==> src/rtl/rcc_pkg.sv <==
package rcc_pkg;
  typedef enum logic [1:0] {CAUSE_NONE, CAUSE_PIN, CAUSE_SUP, CAUSE_MCD} cause_e;
  typedef enum logic {ST_IDLE, ST_HOLD} rstState_e;

  typedef struct packed {
    logic   latchCause;
    cause_e cause;
    logic   loadStretch;
    logic   decStretch;
  } ctlStrobe_t;

  localparam logic REG_MON = 1'b0;
  localparam logic REG_SRC = 1'b1;
endpackage

==> src/rtl/rcc_sync.sv <==
module rcc_sync #(
  parameter int  STAGES  = 2,
  parameter logic RST_VAL = 1'b0
) (
  input  logic clk,
  input  logic rstN,
  input  logic d,
  output logic q
);
  logic [STAGES-1:0] chain;

  always_ff @(posedge clk or negedge rstN) begin
    if (!rstN) chain <= {STAGES{RST_VAL}};
    else       chain <= {chain[STAGES-2:0], d};
  end

  assign q = chain[STAGES-1];
endmodule

==> src/rtl/rcc_control.sv <==
module rcc_control
  import rcc_pkg::*;
(
  input  logic       refClk,
  input  logic       porN,
  input  logic       pinReq,
  input  logic       supReq,
  input  logic       mcdReq,
  input  logic       stretchDone,
  output ctlStrobe_t strobe,
  output logic       holdRst
);
  rstState_e state, nextState;
  logic      anyReq;
  cause_e    causeSel;

  always_comb begin
    anyReq = pinReq | supReq | mcdReq;
    if (pinReq)      causeSel = CAUSE_PIN;
    else if (supReq) causeSel = CAUSE_SUP;
    else if (mcdReq) causeSel = CAUSE_MCD;
    else             causeSel = CAUSE_NONE;

    strobe       = '0;
    strobe.cause = causeSel;
    nextState    = state;
    case (state)
      ST_IDLE: if (anyReq) begin
        strobe.latchCause  = 1'b1;
        strobe.loadStretch = 1'b1;
        nextState          = ST_HOLD;
      end
      ST_HOLD: begin
        if (anyReq)           strobe.loadStretch = 1'b1;
        else if (stretchDone) nextState = ST_IDLE;
        else                  strobe.decStretch = 1'b1;
      end
      default: nextState = ST_IDLE;
    endcase
  end

  always_ff @(posedge refClk or negedge porN) begin
    if (!porN) state <= ST_IDLE;
    else       state <= nextState;
  end

  assign holdRst = (state == ST_HOLD);

  // a pin request always leaves the block in reset on the next cycle
  p_pin_holds_r2: assert property (@(posedge refClk) disable iff (!porN)
    pinReq |=> holdRst);
  // reset is only released once the stretch ran out with no request
  p_release_after_stretch_r2: assert property (@(posedge refClk) disable iff (!porN)
    $fell(holdRst) |-> ($past(stretchDone) && !$past(anyReq)));
  // no second cause capture while reset is already held
  p_no_relatch_r10: assert property (@(posedge refClk) disable iff (!porN)
    holdRst |-> !strobe.latchCause);
endmodule

==> src/rtl/rcc_datapath.sv <==
module rcc_datapath
  import rcc_pkg::*;
#(
  parameter int MCD_LIMIT   = 64,
  parameter int STRETCH_CYC = 16,
  parameter int SYNC_STAGES = 2
) (
  input  logic       refClk,
  input  logic       porN,
  input  logic       extRstN,
  input  logic       supplyOk,
  input  logic       sysClk,
  input  logic       wrEn,
  input  logic       regAddr,
  input  logic [7:0] wrData,
  input  ctlStrobe_t strobe,
  output logic       pinReq,
  output logic       supReq,
  output logic       mcdReq,
  output logic       stretchDone,
  output logic [7:0] rdData,
  output logic       monLevelHigh
);
  localparam int CW = $clog2(MCD_LIMIT + 1);
  localparam int SW = $clog2(STRETCH_CYC + 1);
  localparam logic [CW-1:0] MCD_MAX  = CW'(MCD_LIMIT);
  localparam logic [SW-1:0] STR_LOAD = SW'(STRETCH_CYC);

  logic pinLvl, supOkS, sysClkS, sysClkPrev, clkEdge;
  logic [CW-1:0] mcdCnt;
  logic [SW-1:0] stretchCnt;
  logic monEn, monLvl, monSel, mcdEn, pinFlag, supFlag;
  logic unusedWr;

  rcc_sync #(.STAGES(SYNC_STAGES), .RST_VAL(1'b1)) pinSync_i (
    .clk(refClk), .rstN(porN), .d(extRstN), .q(pinLvl));
  rcc_sync #(.STAGES(SYNC_STAGES), .RST_VAL(1'b1)) supSync_i (
    .clk(refClk), .rstN(porN), .d(supplyOk), .q(supOkS));
  rcc_sync #(.STAGES(SYNC_STAGES), .RST_VAL(1'b0)) clkSync_i (
    .clk(refClk), .rstN(porN), .d(sysClk), .q(sysClkS));

  assign clkEdge = sysClkS ^ sysClkPrev;
  assign pinReq  = ~pinLvl;
  assign supReq  = monEn & monSel & ~supOkS;
  assign mcdReq  = mcdEn & (mcdCnt == MCD_MAX);
  assign stretchDone = (stretchCnt == '0);

  // missing-clock level timer
  always_ff @(posedge refClk or negedge porN) begin
    if (!porN) begin
      sysClkPrev <= 1'b0;
      mcdCnt     <= '0;
    end else begin
      sysClkPrev <= sysClkS;
      if (!mcdEn || clkEdge)  mcdCnt <= '0;
      else if (mcdCnt != MCD_MAX) mcdCnt <= mcdCnt + 1'b1;
    end
  end

  // reset stretch counter
  always_ff @(posedge refClk or negedge porN) begin
    if (!porN)                                  stretchCnt <= '0;
    else if (strobe.loadStretch)                stretchCnt <= STR_LOAD;
    else if (strobe.decStretch && !stretchDone) stretchCnt <= stretchCnt - 1'b1;
  end

  // registers and cause flags
  always_ff @(posedge refClk or negedge porN) begin
    if (!porN) begin
      monEn   <= 1'b1;
      monLvl  <= 1'b0;
      monSel  <= 1'b0;
      mcdEn   <= 1'b0;
      pinFlag <= 1'b0;
      supFlag <= 1'b0;
    end else begin
      if (wrEn && regAddr == REG_MON) begin
        monEn  <= wrData[7];
        monLvl <= wrData[5];
      end
      if (wrEn && regAddr == REG_SRC) begin
        monSel <= wrData[1];
        mcdEn  <= wrData[2];
      end
      if (strobe.latchCause) begin
        pinFlag <= (strobe.cause == CAUSE_PIN);
        supFlag <= (strobe.cause == CAUSE_SUP);
        mcdEn   <= (strobe.cause == CAUSE_MCD);
      end
    end
  end

  always_comb begin
    if (regAddr == REG_MON) rdData = {monEn, supOkS, monLvl, 5'b0};
    else                    rdData = {4'b0, supFlag, mcdEn, monSel, pinFlag};
  end

  assign monLevelHigh = monLvl;
  assign unusedWr = ^{wrData[6], wrData[4:3], wrData[0]};

  // every captured event leaves exactly one cause bit set
  p_one_cause_r7: assert property (@(posedge refClk) disable iff (!porN)
    strobe.latchCause |=> $onehot({pinFlag, supFlag, mcdEn}));
  // the level timer saturates at its limit
  p_mcd_bounded_r5: assert property (@(posedge refClk) disable iff (!porN)
    mcdCnt <= MCD_MAX);
  // a disabled detector keeps its timer cleared
  p_mcd_off_r5: assert property (@(posedge refClk) disable iff (!porN)
    !mcdEn |=> (mcdCnt == '0));
  // read-only cause flags move only on a capture
  p_flags_stable_r10: assert property (@(posedge refClk) disable iff (!porN)
    !strobe.latchCause |=> $stable({pinFlag, supFlag}));
endmodule

==> src/rtl/rcc_top.sv <==
module rcc_top
  import rcc_pkg::*;
#(
  parameter int MCD_LIMIT   = 64,
  parameter int STRETCH_CYC = 16
) (
  input  logic       refClk,
  input  logic       porN,
  input  logic       extRstN,
  input  logic       supplyOk,
  input  logic       sysClk,
  input  logic       wrEn,
  input  logic       regAddr,
  input  logic [7:0] wrData,
  output logic [7:0] rdData,
  output logic       monLevelHigh,
  output logic       sysRst
);
  ctlStrobe_t strobe;
  logic pinReq, supReq, mcdReq, stretchDone, holdRst;

  rcc_control control_i (
    .refClk(refClk), .porN(porN), .pinReq(pinReq), .supReq(supReq),
    .mcdReq(mcdReq), .stretchDone(stretchDone), .strobe(strobe),
    .holdRst(holdRst));

  rcc_datapath #(.MCD_LIMIT(MCD_LIMIT), .STRETCH_CYC(STRETCH_CYC)) datapath_i (
    .refClk(refClk), .porN(porN), .extRstN(extRstN), .supplyOk(supplyOk),
    .sysClk(sysClk), .wrEn(wrEn), .regAddr(regAddr), .wrData(wrData),
    .strobe(strobe), .pinReq(pinReq), .supReq(supReq), .mcdReq(mcdReq),
    .stretchDone(stretchDone), .rdData(rdData), .monLevelHigh(monLevelHigh));

  assign sysRst = ~porN | holdRst;
endmodule

==> config.mk <==
export PLATFORM = sky130hd
export DESIGN_NAME = rcc_top
export DESIGN_NICKNAME = d
export VERILOG_FILES = /design/src/rtl/rcc_pkg.sv /design/src/rtl/rcc_sync.sv /design/src/rtl/rcc_control.sv /design/src/rtl/rcc_datapath.sv /design/src/rtl/rcc_top.sv
export SDC_FILE = /design/constraint.sdc
export NUM_CORES = 1
export LEC_CHECK = 0
export CAP_MARGIN = 20
export CORE_MARGIN = 2
export CORE_UTILIZATION = 45
export DETAILED_ROUTE_END_ITERATION = 6
export DONT_BUFFER_PORTS = 1
export PLACE_DENSITY_LB_ADDON = 0.1
export SYNTH_ARGS = -nofsm -noshare
export SYNTH_HDL_FRONTEND = slang
export SYNTH_SLANG_ARGS = --single-unit
==> constraint.sdc <==
create_clock -name refClk -period 1.53 [get_ports refClk]
set_input_delay 0.306 -clock refClk [delete_from_list [all_inputs] [get_ports refClk]]
set_output_delay 0.306 -clock refClk [all_outputs]
set_load 0.02 [all_outputs]
Word-level counts from Yosys, hierarchy flattened
Cells that the tools add are included.

word-level totals
  flip-flop bits (word level) = 26
  input port bits = 15
  logic and storage cells = 59

cells by class
  $add $sub $neg = 2
  equal/unequal tests = 5
  muxes and demuxes = 17
  bitwise gates (word level) = 12
  reductions and logical operators = 10

operators by type and width
  kind                                                  count
  2-to-1 mux 7 bit                                      2
  2-to-1 mux 5 bit                                      2
  2-to-1 mux 1 bit                                      8
  2-to-1 mux 8 bit                                      1
  adder 7 x 1 -> 7 bit (second input constant)          1
  equality test 7 bit (second input constant)           1
  != test 7 bit (second input constant)                 1
  2-to-1 mux 2 bit                                      3
  nonzero test 2 bit                                    3
  zero test 5 bit                                       1
  inverter 1 bit                                        5
  subtractor 5 x 1 -> 5 bit (second input constant)     1
  equality test 2 bit (second input constant)           2
  AND 1 bit                                             3
  logical AND 1 bit                                     3
  OR 1 bit                                              3
  equality test 2 x 1 -> 1 bit (second input constant)  1
  zero test 1 bit                                       2
  one-hot mux 1 bit (2 select lines)                    1
  logical OR 1 bit                                      1
  XOR 1 bit                                             1

Depth between registers and ports, before layout
Gate-level depths: netlist (run 1).

  word-level depth = 9
  depth in mapped cells = 5
  depth with buffers taken out = 5

Modules after synthesis
From an unflattened synthesis (run 1), not the netlist that was laid out.

second synthesis, totals
  cells, all modules = 118
  area total of the unflattened synthesis = 1258.7 um^2

by module, submodules not included
  module                               instances  cells an instance  area an instance (um^2)
  rcc_datapath                         1          99                 1012.2
  rcc_sync (datapath_i.pinSync_i ...)  2          2                  52.6
  rcc_control                          1          12                 85.1
  rcc_sync (datapath_i.clkSync_i)      1          2                  50.0
  rcc_top                              1          1                  6.3

Worst setup path after synthesis (run 1)
Ideal clock, no wire load.

  path type = register -> register
  from = register datapath_i.mcdCnt[3]
  to = register datapath_i.supFlag
  setup time = 0.146 ns
  arrival = 1.344 ns
  required time = 1.384 ns
  slack = 0.040 ns
  stages on the path, launching flop included = 5
  buffers on the path = 1
  clock period less this slack = 1.490 ns
  cell sequence = dfrtp_1 or4b_1 buf_2 o211ai_1 o311ai_0

between the ends
  longest elaborated chain between the ends = 6
  elaborated cells on any way between the ends = 9

ends and longest elaborated chain
  what                    RTL line            source
  start, declared         rcc_datapath.sv:30  logic [CW-1:0] mcdCnt;
  start signal, assigned  rcc_datapath.sv:56  else if (mcdCnt != MCD_MAX) mcdCnt <= mcdCnt + 1'b1;
  equality test 7 bit *   rcc_datapath.sv:45  assign mcdReq = mcdEn & (mcdCnt == MCD_MAX);
  AND 1 bit *             rcc_datapath.sv:45
  2-to-1 mux 2 bit        rcc_control.sv:21   else if (mcdReq) causeSel = CAUSE_MCD;
  2-to-1 mux 2 bit        rcc_control.sv:20   else if (supReq) causeSel = CAUSE_SUP;
  2-to-1 mux 2 bit        rcc_control.sv:19   if (pinReq) causeSel = CAUSE_PIN;
  equality test 2 bit     rcc_datapath.sv:87  supFlag <= (strobe.cause == CAUSE_SUP);
  end signal, assigned    rcc_datapath.sv:87
  end, declared           rcc_datapath.sv:32  logic monEn, monLvl, monSel, mcdEn, pinFlag, supFlag;

Mark *: on every way between the ends. The rest lies on a longest branch, timed or not.
A chain may end at the register's enable or synchronous reset.

Final worst setup path (run 1)
  from = register datapath_i.stretchCnt[1]
  to = register datapath_i.stretchCnt[3]

between the ends
  longest elaborated chain between the ends = 6
  elaborated cells on any way between the ends = 10

ends and longest elaborated chain
  what                                                                               RTL line            source
  start, declared                                                                    rcc_datapath.sv:31  logic [SW-1:0] stretchCnt;
  start signal, assigned                                                             rcc_datapath.sv:64  else if (strobe.decStretch && !stretchDone) stretchCnt <= stretchCnt - 1'b1;
  parallel branches: the longest is 6 deep, another holds subtractor 5 x 1 -> 5 bit  n/a

Parallel ways; which one is timed is not known. The select of a mux whose other input is x is not followed.

==> results of run 1 <==
==> per-layer routing <==
layer  global-route usage, %  vias up  wire length, um
met4                    5.10        0               12
met5                       0        -                0
li1                        -      437                -
met1                    22.5      426             1080
met2                    25.5       12             1200
met3                    4.19        2               66
==> layout make-up <==
cell class | instances | area (um^2) | area share [%]
Clock buffer | 3 | 22.5 | 1.51
Multi-Input combinational cell | 80 | 592 | 39.7
Tap cell | 30 | 37.5 | 2.52
Sequential cell | 26 | 658 | 44.2
Timing Repair Buffer | 14 | 128 | 8.56
Clock inverter | 1 | 30.0 | 2.02
Inverter | 6 | 22.5 | 1.51
==> power breakdown <==
group | switching [mW] | total, mW | leakage [nW] | internal (mW)
sequential | 0.118 | 0.929 | 0.308 | 0.810
clock | 0.186 | 0.451 | 0.0279 | 0.265
combinational | 0.365 | 0.730 | 0.293 | 0.365
total | 0.670 | 2.11 | 0.629 | 1.44
==> timing repair <==
action                                 4_1_cts  5_1_grt
resized for setup                            4       14
pin swaps                                    0        6
setup endpoints to repair                   10        8
setup buffers                                0        3
hold buffers                                 5        0
endpoints found under the hold margin       29        0
==> cell families (layout without fill, tap and decap cells) <==
family,count (synthesis),count (layout)
and+or+nand+nor,44,44
AOI/OAI and AO/OA,26,26
DFF,26,26
buffers and inverters,9,24
adders and majority gates,3,3
xor gates and xnor gates,3,3
muxes,3,3
other,1,1
==> final timing paths <==
check,endpoint,slack (ns),from,cells after the start
hold / removal,datapath_i.monSel,0.13,wrData[1],1
max in group asynchronous,datapath_i.monEn,0.90,porN,2
setup / recovery,datapath_i.stretchCnt[3],0.007,datapath_i.stretchCnt[1],3
hold reg to reg,datapath_i.supSync_i.chain[1],0.37,datapath_i.supSync_i.chain[0],0
min in group asynchronous,datapath_i.monLevelHigh,0.41,porN,2
setup reg to reg,datapath_i.stretchCnt[3],0.007,datapath_i.stretchCnt[1],3
==> cells in the final DEF, fill, tap and decap left out, types with 4 or more instances in the layout <==
| cell | Yosys | final |
|---|---|---|
| dfrtp_1 | 21 | 20 |
| buf_4 | 1 | 9 |
| nand2_1 | 9 | 8 |
| a21oi_1 | 10 | 7 |
| o21ai_0 | 6 | 6 |
| inv_1 | 6 | 5 |
| nand3_1 | 5 | 5 |
| dfstp_2 | 5 | 5 |
| and2_1 | 4 | 4 |
| dlygate4sd3_1 | 0 | 4 |
==> metrics by stage <==
step	power, mW	instance area [um^2]	setup TNS [ns]	cells	worst slack [ns]
after floorplan	1.30	1220	0	115	0.0402
after CTS	1.93	1420	0	157	0.0194
after global placement	1.40	1290	-0.0160	148	-0.0120
after detailed placement	1.43	1290	-0.0961	148	-0.0345
after global routing	2.27	1490	-0.0738	160	-0.0356
final	2.11	1490	0	160	0.00737
==> flip-flops by register name (all words and copies together) (netlist names) <==
| register | cells |
|---|---|
| datapath_i.mcdCnt | 7 |
| control_i.holdRst | 1 |
| datapath_i.clkSync_i.chain | 2 |
| datapath_i.pinSync_i.chain | 2 |
| datapath_i.monSel | 1 |
| datapath_i.sysClkPrev | 1 |
| datapath_i.supFlag | 1 |
| datapath_i.supSync_i.chain | 2 |
| datapath_i.monEn | 1 |
| datapath_i.monLevelHigh | 1 |
| datapath_i.stretchCnt | 5 |
| datapath_i.pinFlag | 1 |
| datapath_i.mcdEn | 1 |
==> load_flow_metrics.sql, run 1 <==
INSERT INTO impl_metrics (metric_group, metric, value, unit) VALUES
('synth', 'ys_ff_latch', '26', ''),
('synth', 'netlist.top_cell.by_area', 'dfrtp_1', ''),
('routing', 'detailroute.via_count', '877', ''),
('grt', 'globalRouteTotalUtil', '16.4', '%'),
('clock_network', 'cts.clk_slew.worst_paths', '0.13', 'ns'),
('min_path', 'timing.hold.worst.class', 'in2reg', ''),
('status', 'outcome', 'finished, final reports clean', ''),
('pwr', 'pwr_density_cell', '1420', 'mW/mm^2'),
('synth', 'post_synth_mux_area_share', '2.76', '%'),
('synth', 'synth_enable_flop_cells', '0', ''),
('sta', 'hold_slack', '0.134', 'ns'),
('worst_setup_path', 'critical_path.max_stage_delay', '0.55', 'ns'),
('floorplanning', 'placement_rows', '18', ''),
('synth', 'synthesized_net_count', '133', ''),
('routing', 'detailedRoute.firstPassIterationCount', '5', ''),
('synth', 'synth.cell_area', '0.00122', 'mm^2'),
('synth', 'mean_post_synth_cell_area', '10.7', 'um^2'),
('floorplanning', 'fp.dieH', '56.2', 'um'),
('placement', 'gp_routability_congestion', '0.780', ''),
('sta', 'clock.fmax', '657', 'MHz'),
('grt', 'grt_max_degree', '27', ''),
('synth', 'ys.warnings.count', '0', ''),
('synth', 'ys_top_cells_by_area', 'dfrtp_1 43%, dfstp_2 11%, a21oi_1 4.1%', ''),
('sta', 'share_of_the_clock_period_used_by_the_worst_path', '99.5', '%'),
('synth', 'netlist_instances', '115', ''),
('clock_network', 'cts_max_path_buffers', '2', ''),
('sta', 'grt_setup_unrepaired', 'yes', ''),
('sta', 'report.final.hold_viol_count', '0', ''),
('placement', 'post-dp-hpwl', '1.59', 'mm'),
('routing', 'route.detailed.wl_per_inst', '14.7', 'um'),
('routing', 'vias_per_cell', '5.48', ''),
('pwr', 'peakVddDrop', '0.000867', 'V'),
('synth', 'synth_xor_xnor_area_share', '2.15', '%'),
('clock_network', 'numCtsBuffers', '3', ''),
('synth', 'post-synth-top-count-cell', 'dfrtp_1', ''),
('synth', 'synth-adder-area-share', '3.06', '%'),
('pwr', 'leakage', '0.629', 'nW'),
('worst_setup_path', 'timing.setup.critical_path_class', 'reg2reg', ''),
('worst_setup_path', 'cp-start-kind', 'register', ''),
('sta', 'final.min_clock_period', '1.52', 'ns'),
('job', 'drv_cap', '0', ''),
('synth', 'synth_top_cell_area_share', '42.9', '%'),
('routing', 'post-route-drc-count', '0', ''),
('worst_setup_path', 'critPathRequiredTime', '1.78', 'ns'),
('clock_network', 'tritoncts', 'yes', ''),
('layout', 'flow.area_growth_from_synthesis', '21.7', '%'),
('synth', 'postSynth.topFlopCell', 'dfrtp_1', ''),
('sta', 'setup-violations-final', '0', ''),
('clock_network', 'cts_num_sinks', '26', ''),
('worst_setup_path', 'cell_family_with_most_cp_delay', 'simple AND/OR/NAND/NOR gates', ''),
('floorplanning', 'start_util', '48.6', '%'),
('grt', 'grt_overflow', '0', ''),
('synth', 'ys_async_sr_fraction', '100', '%'),
('synth', 'yosys-top-cells-count', '21 x dfrtp_1, 10 x a21oi_1, 9 x nand2_1', ''),
('sta', 'report.final.slew_viol_count', '0', ''),
('worst_setup_path', 'critical_path.endpoint_type', 'register', ''),
('worst_setup_path', 'worst-path-buf-inv', '0', ''),
('routing', 'final_antenna_net_count', '0', ''),
('placement', 'placement.io_buffers', '0', ''),
('layout', 'antenna_cells_inserted', '0', ''),
('layout', 'number_of_nets_in_the_layout', '149', ''),
('worst_setup_path', 'critPathArrivalTime', '1.77', 'ns'),
('worst_setup_path', 'timing.critical_path.slowest_stage_cell', 'or4b_4', ''),
('synth', 'synthSimpleGateAreaFrac', '20.8', '%'),
('clock_network', 'cts_htree_levels', '1', ''),
('layout', 'number_of_filler_cells_placed_in_the_layout', '212', ''),
('floorplanning', 'placeableCoreArea', '0.00252', 'mm^2'),
('grt', 'initial_antenna_violation_count', '0', ''),
('clock_network', 'cts-root-buf', 'clkbuf_4', ''),
('floorplanning', 'design.die.area', '0.00316', 'mm^2'),
('grt', 'grt_pass1_wl', '4.05', 'mm');
No activity file was read; power rests on OpenSTA's default activity.
==> run 2: changes to the inputs <==
--- a/config.mk
+++ b/config.mk
@@ -13,4 +13,5 @@
 export PLACE_DENSITY_LB_ADDON = 0.1
 export SYNTH_ARGS = -nofsm -noshare
 export SYNTH_HDL_FRONTEND = slang
+export SYNTH_HIERARCHICAL = 1
 export SYNTH_SLANG_ARGS = --single-unit
==> load_flow_metrics.sql, run 2 <==
INSERT INTO impl_metrics (metric_group, metric, value, unit) VALUES
('status', 'outcome', 'complete, but fails checks', ''),
('status', 'violated_checks', 'setup timing', ''),
('synth', 'ys_top_cells_by_area', 'dfrtp_1 42%, dfstp_2 10%, ha_1 3.0%', ''),
('sta', 'fin_ws', '-0.465', 'ns'),
('pwr', 'swShare', '32.7', '%'),
('worst_setup_path', 'worst-r2r-cell-count', '10', ''),
('worst_setup_path', 'critPathArrivalTime', '2.27', 'ns'),
('placement', 'placed_cells', '174', ''),
('routing', 'detailroute.via_count', '967', ''),
('layout', 'number_of_nets_in_the_layout', '176', ''),
('routing', 'drtIter0Drc', '12', ''),
('layout', 'flow.area_growth_from_synthesis', '38.4', '%'),
('clock_network', 'clk_latency', '0.32', 'ns'),
('layout', 'drive_gt1_share', '44.6', '%'),
('clock_network', 'tritoncts', 'yes', ''),
('layout', 'layout_commonest_cell', 'buf_4', ''),
('synth', 'synth_top_cell_area_share', '41.7', '%'),
('sta', 'final.min_clock_period', '2.00', 'ns'),
('layout', 'layout_top_registers', 'datapath_i/mcdCnt x7, datapath_i/stretchCnt x5', ''),
('worst_setup_path', 'reg2reg_setup_slack', '-0.47', 'ns'),
('pwr', 'peakVddDrop', '0.000871', 'V'),
('floorplanning', 'start_util', '46.4', '%'),
('placement', 'pre_cts_ws', '-0.483', 'ns'),
('grt', 'grt_overflow', '0', ''),
('pwr', 'comb_power_share', '42.7', '%'),
('layout', 'antenna_cells_inserted', '0', ''),
('routing', 'post-route-drc-count', '0', ''),
('synth', 'ys_ff_latch', '26', ''),
('placement', 'placement.io_buffers', '0', ''),
('worst_setup_path', 'cp-start-kind', 'register', ''),
('grt', 'globalRouteTotalUtil', '16.9', '%'),
('floorplanning', 'placement_rows', '19', ''),
('synth', 'netlist_instances', '118', ''),
('clock_network', 'cts_max_path_buffers', '2', ''),
('sta', 'grt_setup_unrepaired', 'yes', ''),
('grt', 'grt_max_degree', '27', ''),
('clock_network', 'cts_num_sinks', '26', ''),
('grt', 'grt_util_met1', '22.2', '%'),
('synth', 'ys.warnings.count', '6', ''),
('job', 'drv_cap', '0', ''),
('synth', 'synthesized_net_count', '136', ''),
('routing', 'route.detailed.wl_per_inst', '13.5', 'um'),
('layout', 'top_register', 'datapath_i/mcdCnt', ''),
('sta', 'clock.fmax', '501', 'MHz'),
('floorplanning', 'design.die.area', '0.00324', 'mm^2'),
('clock_network', 'cts-root-buf', 'clkbuf_4', ''),
('pwr', 'power.clock.fraction', '14.3', '%'),
('worst_setup_path', 'critical_path.max_fanout', '2', ''),
('grt', 'grt_pass1_vias', '993', ''),
('pwr', 'total_power', '2.06', 'mW'),
('synth', 'postSynth.topFlopCell', 'dfrtp_1', ''),
('synth', 'netlist.top_cell.by_area', 'dfrtp_1', ''),
('pwr', 'share_seq_of_total_power', '43.0', '%'),
('layout', 'layout_common_cells', '29 x buf_4, 21 x dfrtp_1, 8 x nand2_1, 8 x nor2_1, 8 x inv_1', ''),
('routing', 'wl', '2.54', 'mm'),
('worst_setup_path', 'critPathRequiredTime', '1.80', 'ns'),
('pwr', 'switchingPower', '0.672', 'mW'),
('grt', 'grt_pass1_wl', '4.28', 'mm'),
('layout', 'finish.cell_count_without_fillers', '188', ''),
('synth', 'post-synth-top-count-cell', 'dfrtp_1', ''),
('worst_setup_path', 'r2r_end', 'datapath_i/stretchCnt[3]', ''),
('synth', 'ys_async_sr_fraction', '100', '%'),
('routing', 'final_antenna_net_count', '0', ''),
('worst_setup_path', 'timing.setup.critical_path_class', 'reg2reg', ''),
('placement', 'post-dp-hpwl', '1.72', 'mm'),
('synth', 'count_of_different_cell_masters_after_synthesis', '36', ''),
('sta', 'final.setup_skew', '0.0143', 'ns'),
('pwr', 'leakage', '0.790', 'nW'),
('floorplanning', 'fp.dieH', '56.9', 'um'),
('grt', 'met3_usage', '2.76', '%'),
('worst_setup_path', 'critical_path_launch_point', 'datapath_i/mcdCnt[0]', ''),
('floorplanning', 'ios', '25', ''),
('synth', 'synth_enable_flop_cells', '0', ''),
('clock_network', 'cts.clk_slew.worst_paths', '0.14', 'ns'),
('synth', 'synth.cell_area', '0.00126', 'mm^2'),
('pwr', 'cellInternalPower', '1.39', 'mW'),
('sta', 'fin_setup_tns', '-2.71', 'ns'),
('routing', 'detailedRoute.firstPassIterationCount', '2', ''),
('sta', 'report.final.hold_viol_count', '0', ''),
('floorplanning', 'placeableCoreArea', '0.00271', 'mm^2'),
('layout', 'fin_util', '64.3', '%'),
('grt', 'gr-usage-met2', '25.9', '%'),
('sta', 'report.final.slew_viol_count', '0', ''),
('grt', 'grt-busiest-layer', 'met2', ''),
('clock_network', 'numCtsBuffers', '3', ''),
('worst_setup_path', 'critical_path_capture_point', 'datapath_i/stretchCnt[3]', ''),
('floorplanning', 'die_w', '56.9', 'um'),
('synth', 'yosys-top-cells-count', '21 x dfrtp_1, 10 x nor2_1, 9 x inv_1, 9 x nand2_1', ''),
('worst_setup_path', 'crit-reg2reg-launch', 'datapath_i/mcdCnt[0]', ''),
('sta', 'share_of_the_clock_period_used_by_the_worst_path', '130', '%'),
('routing', 'vias_per_cell', '5.14', ''),
('synth', 'ys_seq_area_share', '52.2', '%'),
('sta', 'setup-violations-final', '10', ''),
('min_path', 'timing.hold.worst.class', 'in2reg', ''),
('worst_setup_path', 'critical_path.endpoint_type', 'register', ''),
('clock_network', 'cts_htree_levels', '1', ''),
('pwr', 'pwr_density_cell', '1180', 'mW/mm^2'),
('synth', 'mean_post_synth_cell_area', '10.7', 'um^2'),
('grt', 'initial_antenna_violation_count', '0', ''),
('layout', 'largest_register_ffs', '7', ''),
('placement', 'gp_routability_congestion', '0.777', '');
[run 2: cell types whose count changed after synthesis, sizes merged, moves of 2 or more]
cell / change
inv: +4
nor2: +8
o211ai: -4
a311oi: -2
a21oi: -5
mux2: +2
[run 2: area by class of cell]
cell class / count / area (um^2)
Multi-Input combinational cell: 80 / 671
Fill cell: 234 / 968
Sequential cell: 26 / 657
Inverter: 10 / 37.5
Clock buffer: 4 / 26.3
Tap cell: 31 / 38.8
Timing Repair Buffer: 37 / 312
[run 2: through the flow]
step / hold slack [ns] / area, um^2
2_1_floorplan: 0.0104 / 1290
3_3_place_gp: 0.0109 / 1520
3_5_place_dp: 0.0110 / 1520
4_1_cts: 0.130 / 1680
5_1_grt: 0.113 / 1740
6_report: 0.142 / 1740
[run 2: timing repair]
action	CTS	global route
gates resized for setup	16	11
hold buffers	5	0
buffers inserted	3	3
hold endpoints to repair	29	0
pin swaps	5	3
setup endpoints to repair	9	14
[run 2: cells by family (layout without fill, tap and decap cells)]
logic type / count (synthesis) / in the layout / synth area share [%]
muxes: 6 / 6 / 5.86
adders and majority gates: 3 / 3 / 2.98
xor gates and xnor gates: 4 / 4 / 2.78
and+or+nand+nor: 51 / 51 / 24.9
other: 1 / 1 / 0.298
buffers and inverters: 12 / 51 / 4.17
AOI/OAI and AO/OA: 15 / 15 / 6.86
DFF: 26 / 26 / 52.2
[run 2: routing by layer]
layer / wire length [um] / part of all wire, %
met4: 39 / 1.5
met3: 76 / 3.0
met1: 1160 / 46
met5: 0 / 0
met2: 1270 / 50
[run 2: power groups by stage]
| stage | clock network [mW] | logic (mW) | registers (mW) |
|---|---|---|---|
| CTS | 0.313 | 0.805 | 0.885 |
| detailed placement | 0 | 0.668 | 0.890 |
| finish | 0.295 | 0.879 | 0.884 |
| global placement | 0 | 0.651 | 0.888 |
| global route | 0.334 | 0.946 | 0.900 |
| floorplan | 0 | 0.408 | 0.892 |
[run 2: worst max-delay path, cell delays in order, from the launching register on]
cell and delay [ns]:
dfrtp_1 0.40, inv_2 0.06, ha_4 0.15, nor4b_4 0.12, and3_4 0.16, nor3_4 0.13, inv_2 0.08, nor2_4 0.09
or4b_4 0.49, nor4_4 0.14, a31o_1 0.13
[run 2: how the worst min path moves through the flow]
stage / startpoint / endpoint / slack [ns] / cells after the start
after global placement: porN / datapath_i/pinFlag / 0.01 / 0
final: wrData[5] / datapath_i/monLevelHigh / 0.14 / 1
after global routing: wrData[5] / datapath_i/monLevelHigh / 0.11 / 1
after CTS: wrData[1] / datapath_i/monSel / 0.13 / 1
after floorplan: porN / control_i/holdRst / 0.01 / 0
after detailed placement: porN / datapath_i/monSel / 0.01 / 0
